File: config.mk
export PLATFORM = sky130hd
export DESIGN_NAME = pcr_extract
export DESIGN_NICKNAME = d
export VERILOG_FILES = /design/src/rtl/pcr_pkg.sv /design/src/rtl/ts_pkt_parser.sv /design/src/rtl/pcr_capture.sv /design/src/rtl/load_tracker.sv /design/src/rtl/pcr_extract.sv
export SDC_FILE = /design/constraint.sdc
export NUM_CORES = 1
export LEC_CHECK = 0
export CAP_MARGIN = 10
export CORE_ASPECT_RATIO = 1.5
export CORE_MARGIN = 10
export CORE_UTILIZATION = 45
export CTS_BUF_LIST = sky130_fd_sc_hd__clkbuf_8
export CTS_CLUSTER_DIAMETER = 200
export DETAILED_ROUTE_END_ITERATION = 8
export GPL_TIMING_DRIVEN = 0
export PLACE_DENSITY = 0.76
export REMOVE_ABC_BUFFERS = 1
export SYNTH_ARGS = -nofsm -noshare
export SYNTH_HDL_FRONTEND = slang
export SYNTH_HIERARCHICAL = 1
export SYNTH_SLANG_ARGS = --single-unit
File: constraint.sdc
create_clock -name clk_i -period 2.8 [get_ports clk_i]
set_input_delay 0.28 -clock clk_i [delete_from_list [all_inputs] [get_ports clk_i]]
set_output_delay 0.28 -clock clk_i [all_outputs]
set_load 0.03 [all_outputs]
File: src/rtl/pcr_pkg.sv
package pcr_pkg;
  localparam logic [7:0] SYNC_BYTE = 8'h47;
  localparam int PKT_LEN  = 188;
  localparam int PID_W    = 13;
  localparam int CC_W     = 4;
  localparam int BASE_W   = 33;
  localparam int EXT_W    = 9;
  localparam int RSVD_W   = 6;
  localparam int PCR_BYTES = (BASE_W + RSVD_W + EXT_W) / 8;
  // byte positions inside a packet
  localparam int POS_PID_HI = 1;
  localparam int POS_PID_LO = 2;
  localparam int POS_HDR    = 3;
  localparam int POS_AFLEN  = 4;
  localparam int POS_AFFLG  = 5;
  localparam int POS_PCR0   = 6;
endpackage

File: src/rtl/ts_pkt_parser.sv
module ts_pkt_parser
  import pcr_pkg::*;
#(
  parameter int PKT_BYTES = PKT_LEN,
  parameter int PW        = PID_W,
  parameter int NPCR      = PCR_BYTES
) (
  input  logic          clk_i,
  input  logic          rst_ni,
  input  logic          soft_rst_i,
  input  logic [7:0]    byte_i,
  input  logic          byte_vld_i,
  input  logic          pkt_start_i,
  input  logic [PW-1:0] pid_i,
  input  logic          pid_vld_i,
  output logic          hdr_evt_o,
  output logic [CC_W-1:0] cc_o,
  output logic          payload_o,
  output logic          disc_evt_o,
  output logic          pcr_byte_o,
  output logic          pcr_last_o
);
  localparam int CNT_W = $clog2(PKT_BYTES + 1);
  localparam logic [CNT_W-1:0] I_PID_HI = CNT_W'(POS_PID_HI);
  localparam logic [CNT_W-1:0] I_PID_LO = CNT_W'(POS_PID_LO);
  localparam logic [CNT_W-1:0] I_HDR    = CNT_W'(POS_HDR);
  localparam logic [CNT_W-1:0] I_AFLEN  = CNT_W'(POS_AFLEN);
  localparam logic [CNT_W-1:0] I_AFFLG  = CNT_W'(POS_AFFLG);
  localparam logic [CNT_W-1:0] I_PCR0   = CNT_W'(POS_PCR0);
  localparam logic [CNT_W-1:0] I_PCRN   = CNT_W'(POS_PCR0 + NPCR - 1);
  localparam logic [CNT_W-1:0] I_LAST   = CNT_W'(PKT_BYTES - 1);
  localparam int HI_W = PW - 8;

  logic [CNT_W-1:0] cnt_q;
  logic             in_pkt_q;
  logic [HI_W-1:0]  pid_hi_q;
  logic             match_q;
  logic [1:0]       afc_q;
  logic             af_nz_q;
  logic             pcr_on_q;
  logic             body;

  assign body = byte_vld_i && !soft_rst_i && !pkt_start_i && in_pkt_q;

  always_ff @(posedge clk_i or negedge rst_ni) begin
    if (!rst_ni) begin
      cnt_q    <= '0;
      in_pkt_q <= 1'b0;
      pid_hi_q <= '0;
      match_q  <= 1'b0;
      afc_q    <= '0;
      af_nz_q  <= 1'b0;
      pcr_on_q <= 1'b0;
    end else if (soft_rst_i) begin
      cnt_q    <= '0;
      in_pkt_q <= 1'b0;
      pid_hi_q <= '0;
      match_q  <= 1'b0;
      afc_q    <= '0;
      af_nz_q  <= 1'b0;
      pcr_on_q <= 1'b0;
    end else if (byte_vld_i) begin
      if (pkt_start_i) begin
        in_pkt_q <= (byte_i == SYNC_BYTE);
        cnt_q    <= CNT_W'(1);
        match_q  <= 1'b0;
        pcr_on_q <= 1'b0;
      end else if (in_pkt_q) begin
        if (cnt_q == I_LAST) in_pkt_q <= 1'b0;
        else                 cnt_q    <= cnt_q + CNT_W'(1);
        if (cnt_q == I_PID_HI) pid_hi_q <= byte_i[HI_W-1:0];
        if (cnt_q == I_PID_LO) match_q  <= pid_vld_i && ({pid_hi_q, byte_i} == pid_i);
        if (cnt_q == I_HDR)    afc_q    <= byte_i[5:4];
        if (cnt_q == I_AFLEN)  af_nz_q  <= (byte_i != 8'd0);
        if (cnt_q == I_AFFLG)  pcr_on_q <= match_q && afc_q[1] && af_nz_q && byte_i[4];
      end
    end
  end

  assign hdr_evt_o  = body && (cnt_q == I_HDR) && match_q;
  assign cc_o       = byte_i[CC_W-1:0];
  assign payload_o  = byte_i[4];
  assign disc_evt_o = body && (cnt_q == I_AFFLG) && match_q && afc_q[1] && af_nz_q && byte_i[7];
  assign pcr_byte_o = body && pcr_on_q && (cnt_q >= I_PCR0) && (cnt_q <= I_PCRN);
  assign pcr_last_o = body && pcr_on_q && (cnt_q == I_PCRN);
endmodule

File: src/rtl/pcr_capture.sv
module pcr_capture
  import pcr_pkg::*;
#(
  parameter int BW = BASE_W,
  parameter int EW = EXT_W,
  parameter int RW = RSVD_W
) (
  input  logic          clk_i,
  input  logic          rst_ni,
  input  logic          soft_rst_i,
  input  logic [7:0]    byte_i,
  input  logic          pcr_byte_i,
  input  logic          pcr_last_i,
  output logic [BW-1:0] base_o,
  output logic [EW-1:0] ext_o,
  output logic          cmp_o
);
  localparam int FLD_W = BW + RW + EW;
  localparam int SH_W  = FLD_W - 8;

  logic [SH_W-1:0]  sh_q;
  logic [FLD_W-1:0] full;

  assign full = {sh_q, byte_i};

  always_ff @(posedge clk_i or negedge rst_ni) begin
    if (!rst_ni) begin
      sh_q   <= '0;
      base_o <= '0;
      ext_o  <= '0;
      cmp_o  <= 1'b0;
    end else begin
      cmp_o <= pcr_last_i;
      if (soft_rst_i) begin
        sh_q <= '0;
      end else if (pcr_byte_i) begin
        sh_q <= {sh_q[SH_W-9:0], byte_i};
      end
      if (pcr_last_i) begin
        base_o <= full[FLD_W-1 -: BW];
        ext_o  <= full[EW-1:0];
      end
    end
  end
endmodule

File: src/rtl/load_tracker.sv
module load_tracker
  import pcr_pkg::*;
#(
  parameter int CW = CC_W
) (
  input  logic          clk_i,
  input  logic          rst_ni,
  input  logic          soft_rst_i,
  input  logic          pid_wr_i,
  input  logic          pid_set_i,
  input  logic          hdr_evt_i,
  input  logic [CW-1:0] cc_i,
  input  logic          payload_i,
  input  logic          disc_evt_i,
  input  logic          pcr_last_i,
  output logic          load_o
);
  logic          cc_known_q;
  logic [CW-1:0] cc_q;
  logic          pend_q;
  logic [CW-1:0] cc_exp;
  logic          jump;

  assign cc_exp = payload_i ? cc_q + CW'(1) : cc_q;
  assign jump   = hdr_evt_i && cc_known_q && (cc_i != cc_exp);

  always_ff @(posedge clk_i or negedge rst_ni) begin
    if (!rst_ni) begin
      cc_known_q <= 1'b0;
      cc_q       <= '0;
      pend_q     <= 1'b0;
      load_o     <= 1'b0;
    end else begin
      load_o <= pcr_last_i && pend_q;
      // a new cause wins over the clear from an issued load
      if (pid_set_i || jump || disc_evt_i) pend_q <= 1'b1;
      else if (pcr_last_i)                 pend_q <= 1'b0;
      if (soft_rst_i || pid_wr_i) begin
        cc_known_q <= 1'b0;
      end else if (hdr_evt_i) begin
        cc_known_q <= 1'b1;
        cc_q       <= cc_i;
      end
    end
  end
endmodule

File: src/rtl/pcr_extract.sv
module pcr_extract
  import pcr_pkg::*;
#(
  parameter int PW = PID_W,
  parameter int BW = BASE_W,
  parameter int EW = EXT_W
) (
  input  logic          clk_i,
  input  logic          rst_ni,
  input  logic          soft_rst_i,
  input  logic [7:0]    byte_i,
  input  logic          byte_vld_i,
  input  logic          pkt_start_i,
  input  logic          pid_wr_i,
  input  logic [PW-1:0] pid_wdata_i,
  input  logic          pid_wvld_i,
  output logic [BW-1:0] pcr_base_o,
  output logic [EW-1:0] pcr_ext_o,
  output logic          cmp_evt_o,
  output logic          load_evt_o
);
  logic [PW-1:0]   pid_q;
  logic            pid_vld_q;
  logic            hdr_evt, payload, disc_evt, pcr_byte, pcr_last;
  logic [CC_W-1:0] cc;

  always_ff @(posedge clk_i or negedge rst_ni) begin
    if (!rst_ni) begin
      pid_q     <= '0;
      pid_vld_q <= 1'b0;
    end else if (pid_wr_i) begin
      pid_q     <= pid_wdata_i;
      pid_vld_q <= pid_wvld_i;
    end
  end

  ts_pkt_parser #(.PKT_BYTES(PKT_LEN), .PW(PW), .NPCR((BW + RSVD_W + EW) / 8)) u_parse (
    .clk_i      (clk_i),
    .rst_ni     (rst_ni),
    .soft_rst_i (soft_rst_i),
    .byte_i     (byte_i),
    .byte_vld_i (byte_vld_i),
    .pkt_start_i(pkt_start_i),
    .pid_i      (pid_q),
    .pid_vld_i  (pid_vld_q),
    .hdr_evt_o  (hdr_evt),
    .cc_o       (cc),
    .payload_o  (payload),
    .disc_evt_o (disc_evt),
    .pcr_byte_o (pcr_byte),
    .pcr_last_o (pcr_last)
  );

  pcr_capture #(.BW(BW), .EW(EW), .RW(RSVD_W)) u_cap (
    .clk_i      (clk_i),
    .rst_ni     (rst_ni),
    .soft_rst_i (soft_rst_i),
    .byte_i     (byte_i),
    .pcr_byte_i (pcr_byte),
    .pcr_last_i (pcr_last),
    .base_o     (pcr_base_o),
    .ext_o      (pcr_ext_o),
    .cmp_o      (cmp_evt_o)
  );

  load_tracker #(.CW(CC_W)) u_load (
    .clk_i      (clk_i),
    .rst_ni     (rst_ni),
    .soft_rst_i (soft_rst_i),
    .pid_wr_i   (pid_wr_i),
    .pid_set_i  (pid_wr_i && pid_wvld_i),
    .hdr_evt_i  (hdr_evt),
    .cc_i       (cc),
    .payload_i  (payload),
    .disc_evt_i (disc_evt),
    .pcr_last_i (pcr_last),
    .load_o     (load_evt_o)
  );
endmodule

* Word-level counts from Yosys, hierarchy flattened *
Cells that the tools add are included.

cells by class
  add/subtract/negate cells = 2
  multiply operators = 0
  div/mod/pow operators = 0
  order comparisons = 2
  equality and inequality tests = 12
  shift-type cells = 0
  mux-type cells = 42
  bitwise operators = 1
  reductions and logical operators = 46

operators with widths
  cell                                                                number
  two-way mux 40 bit                                                  2
  two-way mux 8 bit                                                   5
  two-way mux 5 bit                                                   5
  two-way mux 1 bit                                                   24
  logical AND 1 bit                                                   22
  equality test 8 x 2 -> 1 bit (second input constant)                2
  equality test 8 x 3 -> 1 bit (second input constant)                2
  nonzero test 2 bit                                                  8
  equality test 13 bit                                                1
  AND reduction 4 bit                                                 3
  two-way mux 2 bit                                                   5
  AND reduction 3 bit                                                 3
  nonzero test 3 bit                                                  3
  adder 8 x 1 -> 8 bit (second input constant)                        1
  equality test 8 x 1 -> 1 bit (second input constant)                1
  equality test 8 x 4 -> 1 bit (second input constant)                1
  equality test 8 x 7 -> 1 bit (second input constant)                1
  equality test 8 bit (second input constant)                         1
  greater-or-equal comparator 8 x 3 -> 1 bit (second input constant)  1
  <= comparator 8 x 4 -> 1 bit (second input constant)                1
  nonzero test 8 bit                                                  1
  adder 4 x 1 -> 4 bit (second input constant)                        1
  two-way mux 4 bit                                                   1
  inequality test 4 bit                                               1
  other kinds (6)                                                     9

word-level totals
  register bits after elaboration = 123
  latch bits = 0
  bits in writable memories = 0
  memory bits (read-only) = 0
  input bits = 28
  output and inout bits = 44
  memories kept = 0

* Depth between registers and ports, before layout *
  depth after elaboration = 11
  gate-level depth with buffers = 8
  mapped depth without buffers = 7

* By module *
The synthesis kept the hierarchy.

modules (own cells, without submodules)
  module         times used  cells each  area an instance (µm²)  sequential area each (µm²)
  pcr_capture    1           219         3409.5                  2077.0
  ts_pkt_parser  1           133         1262.5                  450.4
  pcr_extract    1           31          580.6                   350.3
  load_tracker   1           31          367.9                   175.2

* Least setup slack after synthesis *
Ideal clock, no wire load.

  kind = reg-to-reg
  start = register u_parse.cnt_q[5]
  end = register u_cap.base_o[0]
  library setup time = 0.125 ns
  arrival time = 1.928 ns
  setup slack = 0.746 ns
  stages on the path, launching flop included = 7
  path buffers = 2
  period minus slack after synthesis = 2.054 ns
  path through = dfrtp_1 > nor4_4 > nand3_1 > nor3_1 > buf_6 > buf_12 > mux2_4

between the ends
  cells in the longest elaborated chain, start to end = 2

ends and longest elaborated chain
  element                       RTL line             RTL
  start: declaration            ts_pkt_parser.sv:34  logic [CNT_W-1:0] cnt_q;
  start signal: assignment      ts_pkt_parser.sv:70  else cnt_q <= cnt_q + CNT_W'(1);
  equality test 8 x 4 -> 1 bit  ts_pkt_parser.sv:85  assign pcr_last_o = body && pcr_on_q && (cnt_q == I_PCRN);
  logical AND 1 bit             ts_pkt_parser.sv:85
  named net pcr_last            pcr_extract.sv:24    logic hdr_evt, payload, disc_evt, pcr_byte, pcr_last;
  end signal: assignment        pcr_capture.sv:40    base_o <= full[FLD_W-1 -: BW];
  end: declaration              pcr_capture.sv:14    output logic [BW-1:0] base_o,

The timed path passes the listed nets, and every way through them passes these cells.
A chain may end at the register's enable or synchronous reset.

* Worst setup path after layout *
  start = register u_parse.cnt_q[5]
  end = register u_cap.base_o[30]

Same word-level chain as after synthesis.

==> flow_summary_export.csv <==
group,metric,value,unit
hold_path,hp-start,"soft_rst_i",
run_status,run_status,"finished clean",
clocking,clk_pin_slew,70,ps
clocking,cts.path.max_buffers,2,
clocking,tritoncts,"yes",
hold_path,holdPathStages,2,
timing,rsz0062_at_grt,"false",
worst_setup_path,cp-start-kind,"flip-flop",
final_layout,layout_common_cells,"dfrtp_1, clkdlybuf4s50_1, nor2_1, mux2_4, mux2i_1",
timing,max_freq,0.3917,GHz
clocking,root_buffer,"clkbuf_8",
worst_setup_path,crit_required,3110,ps
synthesis,yosys_register_bits,122,
timing,slew-limit-headroom,0.3978,
clocking,cts-htree-levels,4,
timing,tightest_slew,900.5,ps
run,cap_violations,0,
route,wirelength,11520,um
synthesis,syn_inst,414,
timing,min_period_over_period,0.9118,
final_layout,post-route-util,0.5625,
global_route,grt_pass1_wl,19200,um
clocking,clkLatencyLatePin,420,ps
timing,final.min_clock_period,2553,ps
floorplan,die_y,156.9,um
floorplan,initial_core_util,0.4630,
power_and_ir_drop,p_leak,2.983,nW
worst_setup_path,critPathCaptureType,"flip-flop",
synthesis,synth_edf_count,0,
placement,portBuffers,71,
placement,dp.cells,622,
timing,fin_setup_tns,0,ps
placement,hpwl,7914,um
worst_setup_path,reg2reg_to,"u_cap/base_o[30]$_DFFE_PN0P_",
synthesis,synth_warnings,6,
global_route,grtUsageTotal,0.1326,
power_and_ir_drop,vdd_drop_max,0.0003976,V
route,drc_errors,0,
timing,fin_skew,11.42,ps
route,vias,3441,
worst_setup_path,r2r_start,"u_parse/cnt_q[5]$_DFFE_PN0P_",
timing,worst_hold_slack,333.1,ps
global_route,gr-total-overflow,0,
final_layout,antenna_cells,0,
route,postRouteAntennaNets,0,
synthesis,synth_flop_cell,"dfrtp_1",
route,viasPerCell,5.229,
global_route,grt_max_degree,66,
clocking,clock_sinks,122,
floorplan,rows,49,
final_layout,finalNetCount,527,
synthesis,syn_area,5620,um2
synthesis,synth_area_per_cell,13.58,um2
power_and_ir_drop,power_density,504.8,nW/um2
synthesis,synthArstFlopShare,1.000,
route,first_iter_violations,226,
placement,gp_congestion,0.8194,
worst_setup_path,crit_fanout,9,
global_route,grt_pass1_vias,3783,
floorplan,die_area,17450,um2
synthesis,yosysUniqueCellTypes,48,
hold_path,whs_endpoint,"u_parse/af_nz_q$_DFFE_PN0P_",
hold_path,hp-class,"primary input to flip-flop",
final_layout,drive_gt1_frac,0.2297,
route,drtPass1Iterations,4,
timing,finalHoldViolCount,0,
worst_setup_path,reg2regPathDepth,7,
worst_setup_path,r2r_slack,250,ps
global_route,antenna_found_initial,0,
clocking,cts_buffers,17,
worst_setup_path,crit_arrival,2860,ps
timing,finalMaxSlewViolations,0,
timing,setup_viol,0,
final_layout,final_cells,658,
route,detail_route.wl_per_cell,17.50,um
synthesis,seq_area_frac_synth,0.5432,
worst_setup_path,crit_type,"flip-flop to flip-flop",
final_layout,area_growth_syn_to_layout,21.48,%
floorplan,die_w,111.3,um
floorplan,ios,72,
power_and_ir_drop,p_total,3.447,mW
final_layout,final_common_cell,"dfrtp_1",
floorplan,design.core.area,12140,um2
[power breakdown]
group          internal, mW  switching, mW  total, mW  leakage, nW
clock                 0.770          0.682       1.45        0.175
combinational        0.0935          0.101      0.194         1.14
sequential             1.78         0.0169       1.80         1.67
total                  2.65          0.799       3.45         2.98
[stage by stage]
step	setup slack (ps)	area, um2
3_3_place_gp	-7156	6271
5_1_grt	100.6	6828
3_5_place_dp	-490.6	6407
2_1_floorplan	-3589	5369
4_1_cts	43.02	6789
6_report	247.1	6828
[worst max path at each step]
stage	startpoint	endpoint	slack [ps]	cells past startpoint
after floorplan	u_parse/cnt_q[5]$_DFFE_PN0P_	u_cap/base_o[30]$_DFFE_PN0P_	-3590	4
after CTS	u_parse/cnt_q[5]$_DFFE_PN0P_	u_cap/base_o[25]$_DFFE_PN0P_	40	7
final	u_parse/cnt_q[5]$_DFFE_PN0P_	u_cap/base_o[30]$_DFFE_PN0P_	250	7
after global routing	u_parse/cnt_q[5]$_DFFE_PN0P_	u_cap/sh_q[13]$_DFFE_PN0P_	100	6
after global placement	soft_rst_i	u_cap/base_o[30]$_DFFE_PN0P_	-7160	6
after detailed placement	byte_vld_i	u_cap/base_o[10]$_DFFE_PN0P_	-490	8
[area by class of cell]
type | instances | area [um2]
Fill cell | 975 | 5311
Clock inverter | 13 | 131.4
Clock buffer | 17 | 234.0
Multi-Input combinational cell | 265 | 2332
Sequential cell | 122 | 3053
Timing Repair Buffer | 84 | 870.8
Inverter | 4 | 15.01
Tap cell | 153 | 191.4
[what timing repair did]
item | CTS | global route
cloned | 0 | 1
hold endpoints to repair | 64 | 0
resized for setup | 1 | 0
setup endpoints to repair | 11 | 15
hold buffers | 1 | 0
buffers inserted | 0 | 4
pin swaps | 0 | 1
[metal layers]
metal	vias to the layer above	part of all wire	global-route usage
li1	1609	-	-
met1	1706	0.41	0.1485
met2	104	0.52	0.2264
met3	22	0.054	0.03980
met4	0	0.021	0.06200
met5	-	0	0
[Yosys cell counts, types with 2 or more instances]
library cell	n	share of area
buf_6	7	0.014
and2_1	2	0.0022
nand2_1	7	0.0047
a21oi_1	5	0.0045
nor4_1	5	0.0056
inv_1	4	0.0027
and3_1	2	0.0022
buf_12	5	0.018
buf_4	7	0.0093
xnor2_1	20	0.031
o21ai_0	5	0.0045
nor3_1	3	0.0027
or3_1	2	0.0022
mux2_2	12	0.024
nand3_1	7	0.0062
a211oi_1	2	0.0027
dfrtp_1	122	0.54
clkbuf_1	4	0.0027
and4_1	2	0.0031
xor2_1	3	0.0047
mux2_4	49	0.13
nor2_1	55	0.037
ha_1	5	0.011
mux2i_1	48	0.085
nand4_1	8	0.0089
[state kept, by name, summed over array words and instances, names as in the netlist, 4 cells and up]
name              cells
u_cap/sh_q           40
u_cap/base_o         33
pid_q                13
u_cap/ext_o           9
u_parse/cnt_q         8
u_parse/pid_hi_q      5
u_load/cc_q           4
[worst max-delay path: stages (launching register included)]
cell and delay, ps:
dfrtp_1 460, nor4_4 450, nand3_1 380, nor3_4 260
buf_4 190, buf_6 170, buf_6 180, mux2_2 340
[logic make-up (layout without fill, tap and decap cells)]
family                     count (synthesis)  in the layout  synth area share
adders and majority gates                  5              5           0.01113
and+or+nand+nor                          104            104           0.09395
DFF                                      122            122            0.5432
xor gates and xnor gates                  23             23           0.03584
muxes                                    109            109            0.2404
buffers and inverters                     28            118           0.04742
AOI/OAI and AO/OA                         23             24           0.02805
Note: power is estimated with default switching activity, not from simulation.
